[config.mk]
export PLATFORM = sky130hd
export DESIGN_NAME = mpc_uart_rx
export DESIGN_NICKNAME = d
export VERILOG_FILES = /design/src/rtl/mpc_uart_rx_pkg.sv /design/src/rtl/mpc_rx_sampler.sv /design/src/rtl/mpc_rx_buffer.sv /design/src/rtl/mpc_uart_rx.sv
export SDC_FILE = /design/constraint.sdc
export NUM_CORES = 1
export LEC_CHECK = 0
export BUFFER_PORTS_ARGS = -buffer_cell sky130_fd_sc_hd__buf_4
export CAP_MARGIN = 20
export CORE_ASPECT_RATIO = 1.1
export CORE_MARGIN = 2
export CORE_UTILIZATION = 65
export CTS_BUF_LIST = sky130_fd_sc_hd__clkbuf_8
export DETAILED_ROUTE_END_ITERATION = 6
export PLACE_DENSITY = 0.88
export SYNTH_ARGS = -nofsm -noshare
export SYNTH_HDL_FRONTEND = slang
export SYNTH_SLANG_ARGS = --single-unit
[constraint.sdc]
create_clock -name clk_i -period 4.8 [get_ports clk_i]
set_input_delay 0.24 -clock clk_i [delete_from_list [all_inputs] [get_ports clk_i]]
set_output_delay 0.24 -clock clk_i [all_outputs]
set_load 0.05 [all_outputs]
[src/rtl/mpc_uart_rx_pkg.sv]
package mpc_uart_rx_pkg;
  typedef enum logic [1:0] {ST_IDLE, ST_START, ST_BITS} rx_state_e;

  function automatic logic [3:0] size_bits(input logic [2:0] code);
    case (code)
      3'b000:  size_bits = 4'd5;
      3'b001:  size_bits = 4'd6;
      3'b010:  size_bits = 4'd7;
      3'b111:  size_bits = 4'd9;
      default: size_bits = 4'd8;
    endcase
  endfunction
endpackage

[src/rtl/mpc_rx_sampler.sv]
module mpc_rx_sampler
  import mpc_uart_rx_pkg::*;
#(
  parameter int OSR         = 16,
  parameter int SYNC_STAGES = 2,
  parameter int MAXBITS     = 9
) (
  input  logic               clk_i,
  input  logic               rst_ni,
  input  logic               en_i,
  input  logic               rx_i,
  input  logic               tick_i,
  input  logic               dbl_i,
  input  logic [3:0]         nbits_i,
  input  logic               par_en_i,
  input  logic               par_odd_i,
  output logic               done_o,
  output logic [MAXBITS-1:0] data_o,
  output logic               fe_o,
  output logic               pe_o
);
  localparam int CW = $clog2(OSR);
  localparam logic [CW-1:0] LAST_N = CW'(OSR - 1);
  localparam logic [CW-1:0] LAST_D = CW'(OSR / 2 - 1);
  localparam logic [CW-1:0] MID_N  = CW'(OSR / 2);
  localparam logic [CW-1:0] MID_D  = CW'(OSR / 4);

  logic [SYNC_STAGES-1:0] sync_q;
  logic rx_s, prev_q, vote;
  rx_state_e st_q;
  logic [CW-1:0] s_q, mid, last;
  logic [3:0] k_q;
  logic [1:0] v_q;
  logic [MAXBITS-1:0] shift_q;
  logic par_bit_q, done_q, fe_q, pe_q;

  assign rx_s = sync_q[SYNC_STAGES-1];
  assign mid  = dbl_i ? MID_D : MID_N;
  assign last = dbl_i ? LAST_D : LAST_N;
  assign vote = (v_q[0] & v_q[1]) | (v_q[0] & rx_s) | (v_q[1] & rx_s);

  always_ff @(posedge clk_i or negedge rst_ni) begin
    if (!rst_ni) sync_q <= '1;
    else         sync_q <= {sync_q[SYNC_STAGES-2:0], rx_i};
  end

  always_ff @(posedge clk_i or negedge rst_ni) begin
    if (!rst_ni) begin
      st_q <= ST_IDLE; s_q <= '0; k_q <= '0; v_q <= '0; prev_q <= 1'b1;
      shift_q <= '0; par_bit_q <= 1'b0; done_q <= 1'b0; fe_q <= 1'b0; pe_q <= 1'b0;
    end else begin
      done_q <= 1'b0;
      if (!en_i) begin
        st_q   <= ST_IDLE;
        prev_q <= 1'b1;
      end else if (tick_i) begin
        prev_q <= rx_s;
        case (st_q)
          ST_IDLE: if (prev_q && !rx_s) begin
            st_q <= ST_START;
            s_q  <= CW'(1);
          end
          ST_START: begin
            if (s_q == mid && rx_s) st_q <= ST_IDLE;  // false start
            else if (s_q == last) begin
              s_q <= '0; k_q <= '0; shift_q <= '0; st_q <= ST_BITS;
            end else s_q <= s_q + 1'b1;
          end
          ST_BITS: begin
            if (s_q == mid - 1'b1) v_q[0] <= rx_s;
            if (s_q == mid)        v_q[1] <= rx_s;
            if (s_q == last) begin
              s_q <= '0;
              k_q <= k_q + 1'b1;
            end else s_q <= s_q + 1'b1;
            if (s_q == mid + 1'b1) begin
              if (k_q < nbits_i) shift_q[k_q] <= vote;
              else if (k_q == nbits_i && par_en_i) par_bit_q <= vote;
              else begin
                done_q <= 1'b1;
                fe_q   <= !vote;
                pe_q   <= par_en_i && ((^shift_q ^ par_bit_q) != par_odd_i);
                st_q   <= ST_IDLE;
              end
            end
          end
          default: st_q <= ST_IDLE;
        endcase
      end
    end
  end

  assign done_o = done_q;
  assign data_o = shift_q;
  assign fe_o   = fe_q;
  assign pe_o   = pe_q;


  start_reject_chk: assert property (@(posedge clk_i) disable iff (!rst_ni)
    (en_i && tick_i && st_q == ST_START && s_q == mid && rx_s) |=> st_q == ST_IDLE);
endmodule

[src/rtl/mpc_rx_buffer.sv]
module mpc_rx_buffer #(
  parameter int MAXBITS = 9
) (
  input  logic               clk_i,
  input  logic               rst_ni,
  input  logic               en_i,
  input  logic               done_i,
  input  logic [MAXBITS-1:0] data_i,
  input  logic               fe_i,
  input  logic               pe_i,
  input  logic [3:0]         nbits_i,
  input  logic               mpcm_i,
  input  logic               rd_i,
  input  logic               rxc_ie_i,
  input  logic               gie_i,
  output logic [7:0]         data_o,
  output logic               bit9_o,
  output logic               rxc_o,
  output logic               fe_o,
  output logic               dor_o,
  output logic               upe_o,
  output logic               irq_o
);
  logic keep, full;
  logic [7:0] data_q;
  logic bit9_q, rxc_q, fe_q, dor_q, upe_q;

  // address filter: only 9-bit frames carry the address bit
  assign keep = !(mpcm_i && nbits_i == 4'd9 && !data_i[8]);
  assign full = rxc_q && !rd_i;

  always_ff @(posedge clk_i or negedge rst_ni) begin
    if (!rst_ni) begin
      data_q <= '0; bit9_q <= 1'b0; rxc_q <= 1'b0;
      fe_q <= 1'b0; dor_q <= 1'b0; upe_q <= 1'b0;
    end else if (!en_i) begin
      data_q <= '0; bit9_q <= 1'b0; rxc_q <= 1'b0;
      fe_q <= 1'b0; dor_q <= 1'b0; upe_q <= 1'b0;
    end else begin
      if (rd_i) begin
        rxc_q <= 1'b0;
        dor_q <= 1'b0;
      end
      if (done_i && keep) begin
        if (full) dor_q <= 1'b1;
        else begin
          data_q <= data_i[7:0];
          bit9_q <= (nbits_i == 4'd9) & data_i[8];
          fe_q   <= fe_i;
          upe_q  <= pe_i;
          rxc_q  <= 1'b1;
        end
      end
    end
  end

  assign data_o = data_q;
  assign bit9_o = bit9_q;
  assign rxc_o  = rxc_q;
  assign fe_o   = fe_q;
  assign dor_o  = dor_q;
  assign upe_o  = upe_q;
  assign irq_o  = rxc_q & rxc_ie_i & gie_i;


  flush_clears_chk: assert property (@(posedge clk_i) disable iff (!rst_ni)
    !en_i |=> (!rxc_o && !fe_o && !dor_o && !upe_o && data_o == 8'd0));

  read_clears_chk: assert property (@(posedge clk_i) disable iff (!rst_ni)
    (en_i && rd_i && !done_i) |=> (!rxc_o && !dor_o));

  overrun_keeps_chk: assert property (@(posedge clk_i) disable iff (!rst_ni)
    (en_i && done_i && keep && rxc_q && !rd_i) |=> (dor_o && $stable(data_o)));

  filter_drop_chk: assert property (@(posedge clk_i) disable iff (!rst_ni)
    (en_i && done_i && mpcm_i && nbits_i == 4'd9 && !data_i[8] && !rxc_q) |=> !rxc_o);
endmodule

[src/rtl/mpc_uart_rx.sv]
module mpc_uart_rx
  import mpc_uart_rx_pkg::*;
#(
  parameter int OSR         = 16,
  parameter int SYNC_STAGES = 2
) (
  input  logic       clk_i,
  input  logic       rst_ni,
  input  logic       rx_i,
  input  logic       baud_tick_i,
  input  logic       rx_en_i,
  input  logic       dbl_speed_i,
  input  logic       mpcm_i,
  input  logic [2:0] size_code_i,
  input  logic [1:0] parity_mode_i,
  input  logic       rxc_ie_i,
  input  logic       gie_i,
  input  logic       rd_i,
  output logic [7:0] data_o,
  output logic       bit9_o,
  output logic       rxc_o,
  output logic       fe_o,
  output logic       dor_o,
  output logic       upe_o,
  output logic       irq_o,
  output logic       rx_own_o
);
  localparam int MAXBITS = 9;

  logic [3:0] nbits;
  logic done, fe, pe;
  logic [MAXBITS-1:0] frame;

  assign nbits    = size_bits(size_code_i);
  assign rx_own_o = rx_en_i;

  mpc_rx_sampler #(.OSR(OSR), .SYNC_STAGES(SYNC_STAGES), .MAXBITS(MAXBITS)) u_sampler (
    .clk_i, .rst_ni, .en_i(rx_en_i), .rx_i, .tick_i(baud_tick_i), .dbl_i(dbl_speed_i),
    .nbits_i(nbits), .par_en_i(parity_mode_i[1]), .par_odd_i(parity_mode_i[0]),
    .done_o(done), .data_o(frame), .fe_o(fe), .pe_o(pe)
  );

  mpc_rx_buffer #(.MAXBITS(MAXBITS)) u_buffer (
    .clk_i, .rst_ni, .en_i(rx_en_i), .done_i(done), .data_i(frame), .fe_i(fe), .pe_i(pe),
    .nbits_i(nbits), .mpcm_i, .rd_i, .rxc_ie_i, .gie_i,
    .data_o, .bit9_o, .rxc_o, .fe_o, .dor_o, .upe_o, .irq_o
  );
endmodule

# Yosys cells after proc, flatten, opt, wreduce, memory -nomap -nowiden

Index checks and enable logic that the tools add are counted.

Register bits after elaboration: 41
Output and inout bits: 15

Add/subtract/negate cells: 4
$lt $le $gt $ge: 3
Equality and inequality tests: 26
Mux-type cells: 56
Bitwise logic cells: 11
Reduce and logical (&&, ||, !) cells: 28

Operators by type and width:

| kind                                                             | number |
|---|---|
| 9-bit 2-to-1 mux                                                 | 4 |
| 4-bit 2-to-1 mux                                                 | 8 |
| 1-bit 2-to-1 mux                                                 | 26 |
| 8-bit 2-to-1 mux                                                 | 3 |
| 6-bit AND reduction                                              | 4 |
| 4-bit equality test                                              | 5 |
| 9-bit one-hot mux with 2 select lines                            | 1 |
| 2-bit 2-to-1 mux                                                 | 8 |
| 4-bit one-hot mux with 4 select lines                            | 1 |
| 4-bit by 1-bit adder with 4-bit output (second input constant)   | 3 |
| 2-bit by 1-bit != test with 1-bit output (second input constant) | 6 |
| 4-bit one-hot mux with 3 select lines                            | 1 |
| 9-bit bitwise mux                                                | 1 |
| 1-bit logical AND                                                | 9 |
| 9-bit XOR reduction                                              | 1 |
| 4-bit one-hot mux with 2 select lines                            | 1 |
| 4-bit AND reduction                                              | 2 |
| 7-bit AND reduction                                              | 1 |
| 1-bit bitwise AND                                                | 6 |
| 2-bit != test (second input constant)                            | 3 |
| 3-bit by 2-bit != test with 1-bit output (second input constant) | 2 |
| 3-bit != test (second input constant)                            | 2 |
| 2-bit one-hot mux with 3 select lines                            | 1 |
| 1-bit zero test                                                  | 5 |
| 22 further kinds                                                 | 24 |

# Depth between registers and ports, before layout

Depth after elaboration: 10
Gate-level depth with buffers: 9

# Hierarchy

Synthesis repeated with hierarchy kept, for this count alone.

Cell total of the unflattened synthesis: 257
Area total of the unflattened synthesis: 2466.1 µm²

Modules (own cells, without submodules):

| module         | instances | cells an instance | area an instance (µm²) | seq. area each (µm²) |
|---|---|---|---|---|
| mpc_rx_sampler | 1         | 189               | 1813.0                 | 704.4 |
| mpc_rx_buffer  | 1         | 61                | 614.3                  | 325.3 |
| mpc_uart_rx    | 1         | 7                 | 38.8                   | 0.0 |

# Worst setup path after synthesis

OpenSTA, ideal clock, no wires.

Kind: input-to-reg
Start: input size_code_i[0]
End: register u_sampler.shift_q[7] (netlist: u_sampler.data_o[7])
Data arrival time: 1840 ps
Data required time: 4713 ps
Slack: 2873 ps
Cell stages on the path: 9
Path buffers: 1
Cell sequence: xor2_1 > nand2b_1 > ha_1 > nor2b_1 > o211ai_1 > a31oi_1 > buf_6 > or4_1 > o211ai_1

Word-level cells in the longest chain between the ends: 5
Elaborated cells on any way between the ends: 8
Classes of those cells: order compare (1); eq/ne (4); mux (1); reduce/logical (2)

Ends and longest elaborated chain:

| element                                                     | line                 | source |
|---|---|---|
| from (decl)                                                 | mpc_uart_rx.sv:14    | `input logic [2:0] size_code_i,` |
| 3-bit equality test, or another cell as far along           | mpc_uart_rx_pkg.sv:5 | `case (code)` |
| 4-bit one-hot mux with 4 select lines *                     | mpc_uart_rx_pkg.sv:5 |  |
| 4-bit less-than comparator *                                | mpc_rx_sampler.sv:77 | `if (k_q < nbits_i) shift_q[k_q] <= vote;` |
| 2-bit by 1-bit != test with 1-bit output (no source line) * | n/a                  |  |
| 7-bit AND reduction (no source line) *                      | n/a                  |  |
| to (signal, indexed assignment)                             | mpc_rx_sampler.sv:77 |  |
| to (decl)                                                   | mpc_rx_sampler.sv:34 | `logic [MAXBITS-1:0] shift_q;` |

Every way passes the cells marked *; elsewhere a longest branch is shown, timed or not.
A chain may end at the register's enable or synchronous reset.

# Worst setup path after layout

Start: register u_sampler.st_q[0]
End: register u_sampler.shift_q[8] (netlist: u_sampler.data_o[8])

Word-level cells in the longest chain between the ends: 3
Elaborated cells on any way between the ends: 9
Classes of those cells: eq/ne (6); mux (1); reduce/logical (2)

Ends and longest elaborated chain:

| element                                                                                 | line                 | source |
|---|---|---|
| from (decl)                                                                             | mpc_rx_sampler.sv:30 | `rx_state_e st_q;` |
| from (signal assigned)                                                                  | mpc_rx_sampler.sv:49 | `st_q <= ST_IDLE; s_q <= '0; k_q <= '0; v_q <= '0; prev_q <= 1'b1;` |
| from (signal assigned)                                                                  | mpc_rx_sampler.sv:54 | `st_q <= ST_IDLE;` |
| from (signal assigned)                                                                  | mpc_rx_sampler.sv:60 | `st_q <= ST_START;` |
| 2-bit equality test or 2-bit by 1-bit equality test with 1-bit output (tied branches)   | mpc_rx_sampler.sv:58 | `case (st_q)` |
| 2-bit by 1-bit != test with 1-bit output (no source line), or another cell as far along | n/a                  |  |
| 7-bit AND reduction (no source line)                                                    | n/a                  |  |

Parallel ways exist; a longest one is shown, timed or not.

==> impl_results.md <==
- Max-slew violation count: 0
- First-pass GRT wire length: around 8400 um
- CORE AREA: 3650 sq um
- Total via count in the routed design: 1932
- CP endpoint kind: flop
- Largest family of logic cells by synthesized area: simple AND/OR/NAND/NOR gates
- Nets: between 300 and 400
- Met2 usage: 44.6%
- Register area share after synthesis: a little over two fifths
- Met1 usage: about 31%
- Post-Synth Adder-Cell Area: about 8.0%
- CTS tree: built
- Final WL: about 5000 um
- Total die area: between 4000 and 5000 sq um
- CTS Hold Bufs: 1
- HP Class: in2reg
- Relative slew slack: 47.4%
- Power density cells: between 200 and 300 nW/um^2
- Most common cell after layout, fill and taps aside: dfrtp_1
- Worst-Margin Slew: 785 ps
- Clock latency at the later pin of the worst-skew pair: 300 ps
- Yosys Warn Count: 0
- Post-Synth Simple-Gate Area: a little under a fifth
- Most used routing layer: met2
- Final period utilization: about 48%
- VDD IR-drop max: ~250 uV
- Endpoints failing setup: 0
- Xor/xnor share of the synthesized area: under 10%
- Hpwl dp: roughly 3500 um
- Leak: 0.00136 uW
- Share of layout cells above drive strength 1: roughly 17%
- Avg WL per Cell: between 10 and 15 um
- Power, Total: between 700 and 800 uW
- CP Data Arrival Time: 2480 ps
- ANT cells: 0
- Gpl congestion: ~0.9
- Crit Path Class: reg2reg
- TritonCTS Buffers: 5
- Total of max-cap violations: 0
- CTS H-tree lvls: 2
- Unrepaired setup endpoints after global routing: false
- Via/cell ratio: ~6
- Setup Buffers After CTS: 0
- Fmax: 432 MHz
- Post-Syn Area per Cell: around 10 sq um
- Ports: 30
- Post-route ant nets: 0
- Syn nets: about 280
- Post-Synthesis Cells: ~250
- Post-synth EDFFs: 0
- Grt total ovfl: 0
- Post-Syn Area: between 2000 and 2500 sq um
- Die H: just under 70 um
- Clock slew seen by the registers of the worst setup and hold paths: around 70 ps
- Met3 usage: 5.52%
- Vias in the first global route: around 1800
- Total GRT Usage: ~26%
- Initial antenna violation count: 0
- Setup TNS: 0 ps
- Post-synthesis compound-gate area fraction: a little over an eighth
- P&R area growth vs syn: 14.5%
- CTS root buffer: clkbuf_8
- Multiplexer share of the synthesized area: approximately a tenth
- # clock sinks: 41
- Top_reg_cell synth: dfrtp_1
- Initial Utilization: 67.5%
- Largest net degree at the start of global routing: between 40 and 50
- Setup skew after layout: 7.98 ps
- # DRC: 0
- FP Rows: 23
- Crit-path max FO: 19
- Post-route minimum period: approximately 2300 ps
- Drt initial violations: a little over 100
- CP startpoint kind: flop
- Endpoints failing hold: 0
- Port bufs: 29
- Synthesis-stage register bit count: 41
- Async S/R FF share, synth: 100%
- Status: finished, final reports clean
- Req. time, crit path: around 5000 ps
- Die width: around 63 um
- Commonest cells after routing, fill and taps aside: dfrtp_1, buf_4, nand2_1
- Clock Path Buffers: 2
- First-pass DRT Iterations: 4
- Post-CTS Resized: 0
- Unique cell type count in the Yosys netlist: 47
[where the power goes]
group	total [uW]	switching (uW)	internal (uW)
Combinational	123	69.6	53.4
Sequential	380	19.0	361
Clock	269	117	152
Total	772	206	567
[cells in the mapped netlist, types with 2 or more instances]
cell,number,area [sq um]
dfrtp_1,38,951
and3_1,3,18.8
o211ai_1,4,30.0
nor3_1,6,30.0
o21ai_0,16,80.1
nor2_1,8,30.0
a21boi_0,3,22.5
nand3b_1,2,15.0
nand2b_1,5,31.3
xor2_1,4,35.0
inv_1,12,45.0
mux2i_1,20,200
dfstp_2,3,78.8
o311ai_0,2,17.5
nand3_1,9,45.0
and2_1,3,18.8
nor2b_1,14,87.6
clkbuf_1,8,30.0
mux2_2,3,33.8
nand2_1,21,78.8
o211a_1,2,20.0
and4b_1,2,20.0
nor4_1,5,31.3
ha_1,15,188
xnor2_1,11,96.3
a21oi_1,12,60.1
[cell type report]
cell class	instances	area [sq um]
Clock buffer	5	68.8
Clock inverter	3	38.8
Fill cell	263	827
Timing Repair Buffer	32	243
Tap cell	50	62.6
Inverter	12	45.0
Multi-Input combinational cell	188	1340
Sequential cell	41	1030
[per-layer routing]
metal	share of wire, %	vias to the layer above
met4	2.3	0
met5	0	-
met2	50	54
met1	43	926
met3	4.7	13
li1	-	939
[state kept, by name, summed over array words and instances (netlist names)]
name                 flops
u_buffer.fe_o            1
u_sampler.done_o         1
u_sampler.sync_q         2
u_sampler.prev_q         1
u_buffer.data_o          8
u_sampler.st_q           2
u_sampler.par_bit_q      1
u_sampler.k_q            4
u_sampler.v_q            2
u_sampler.s_q            4
u_buffer.upe_o           1
u_buffer.dor_o           1
u_sampler.pe_o           1
u_sampler.fe_o           1
u_buffer.rxc_o           1
u_sampler.data_o         9
u_buffer.bit9_o          1
[logic make-up (layout without fill, tap and decap cells)]
logic type | after synthesis | in the layout
AO/OA/AOI/OAI | 50 | 50
XOR/XNOR | 15 | 15
adder cells (fa/ha/maj) | 16 | 16
buffers and inverters | 23 | 52
AND/OR/NAND/NOR | 84 | 84
flip-flops | 41 | 41
multiplexers | 23 | 23
[worst paths after layout]
check | startpoint | to | slack (ps) | depth (start not counted)
min in group asynchronous | rst_ni | u_sampler.s_q[3] | 440 | 2
worst max-delay path | u_sampler.st_q[0] | u_sampler.data_o[8] | 2490 | 6
max in group asynchronous | rst_ni | u_sampler.sync_q[1] | 3980 | 2
worst min-delay path | rx_i | u_sampler.sync_q[0] | 50 | 1
worst min register to register | u_sampler.sync_q[0] | u_sampler.sync_q[1] | 370 | 0
worst max register to register | u_sampler.st_q[0] | u_sampler.data_o[8] | 2490 | 6
[worst max-delay path, stage by stage (launching register included)]
cell	delay (ps)
dfrtp_1	410
inv_1	120
ha_1	560
inv_1	80
a31oi_1	610
o311ai_0	240
o311ai_0	170
[through the flow]
step           util (%)  cell area, sq um  setup WS, ps  cells  hold WS [ps]
2_1_floorplan         -              2470          2870    252         -55.6
3_3_place_gp       74.2              2710          2580    322           248
3_5_place_dp       74.2              2710          2420    322           252
4_1_cts            77.4              2830          2500    331          41.4
5_1_grt            77.4              2830          2280    331          37.0
6_report           77.4              2830          2490    331          53.1
(Power assumes the default switching activity.)
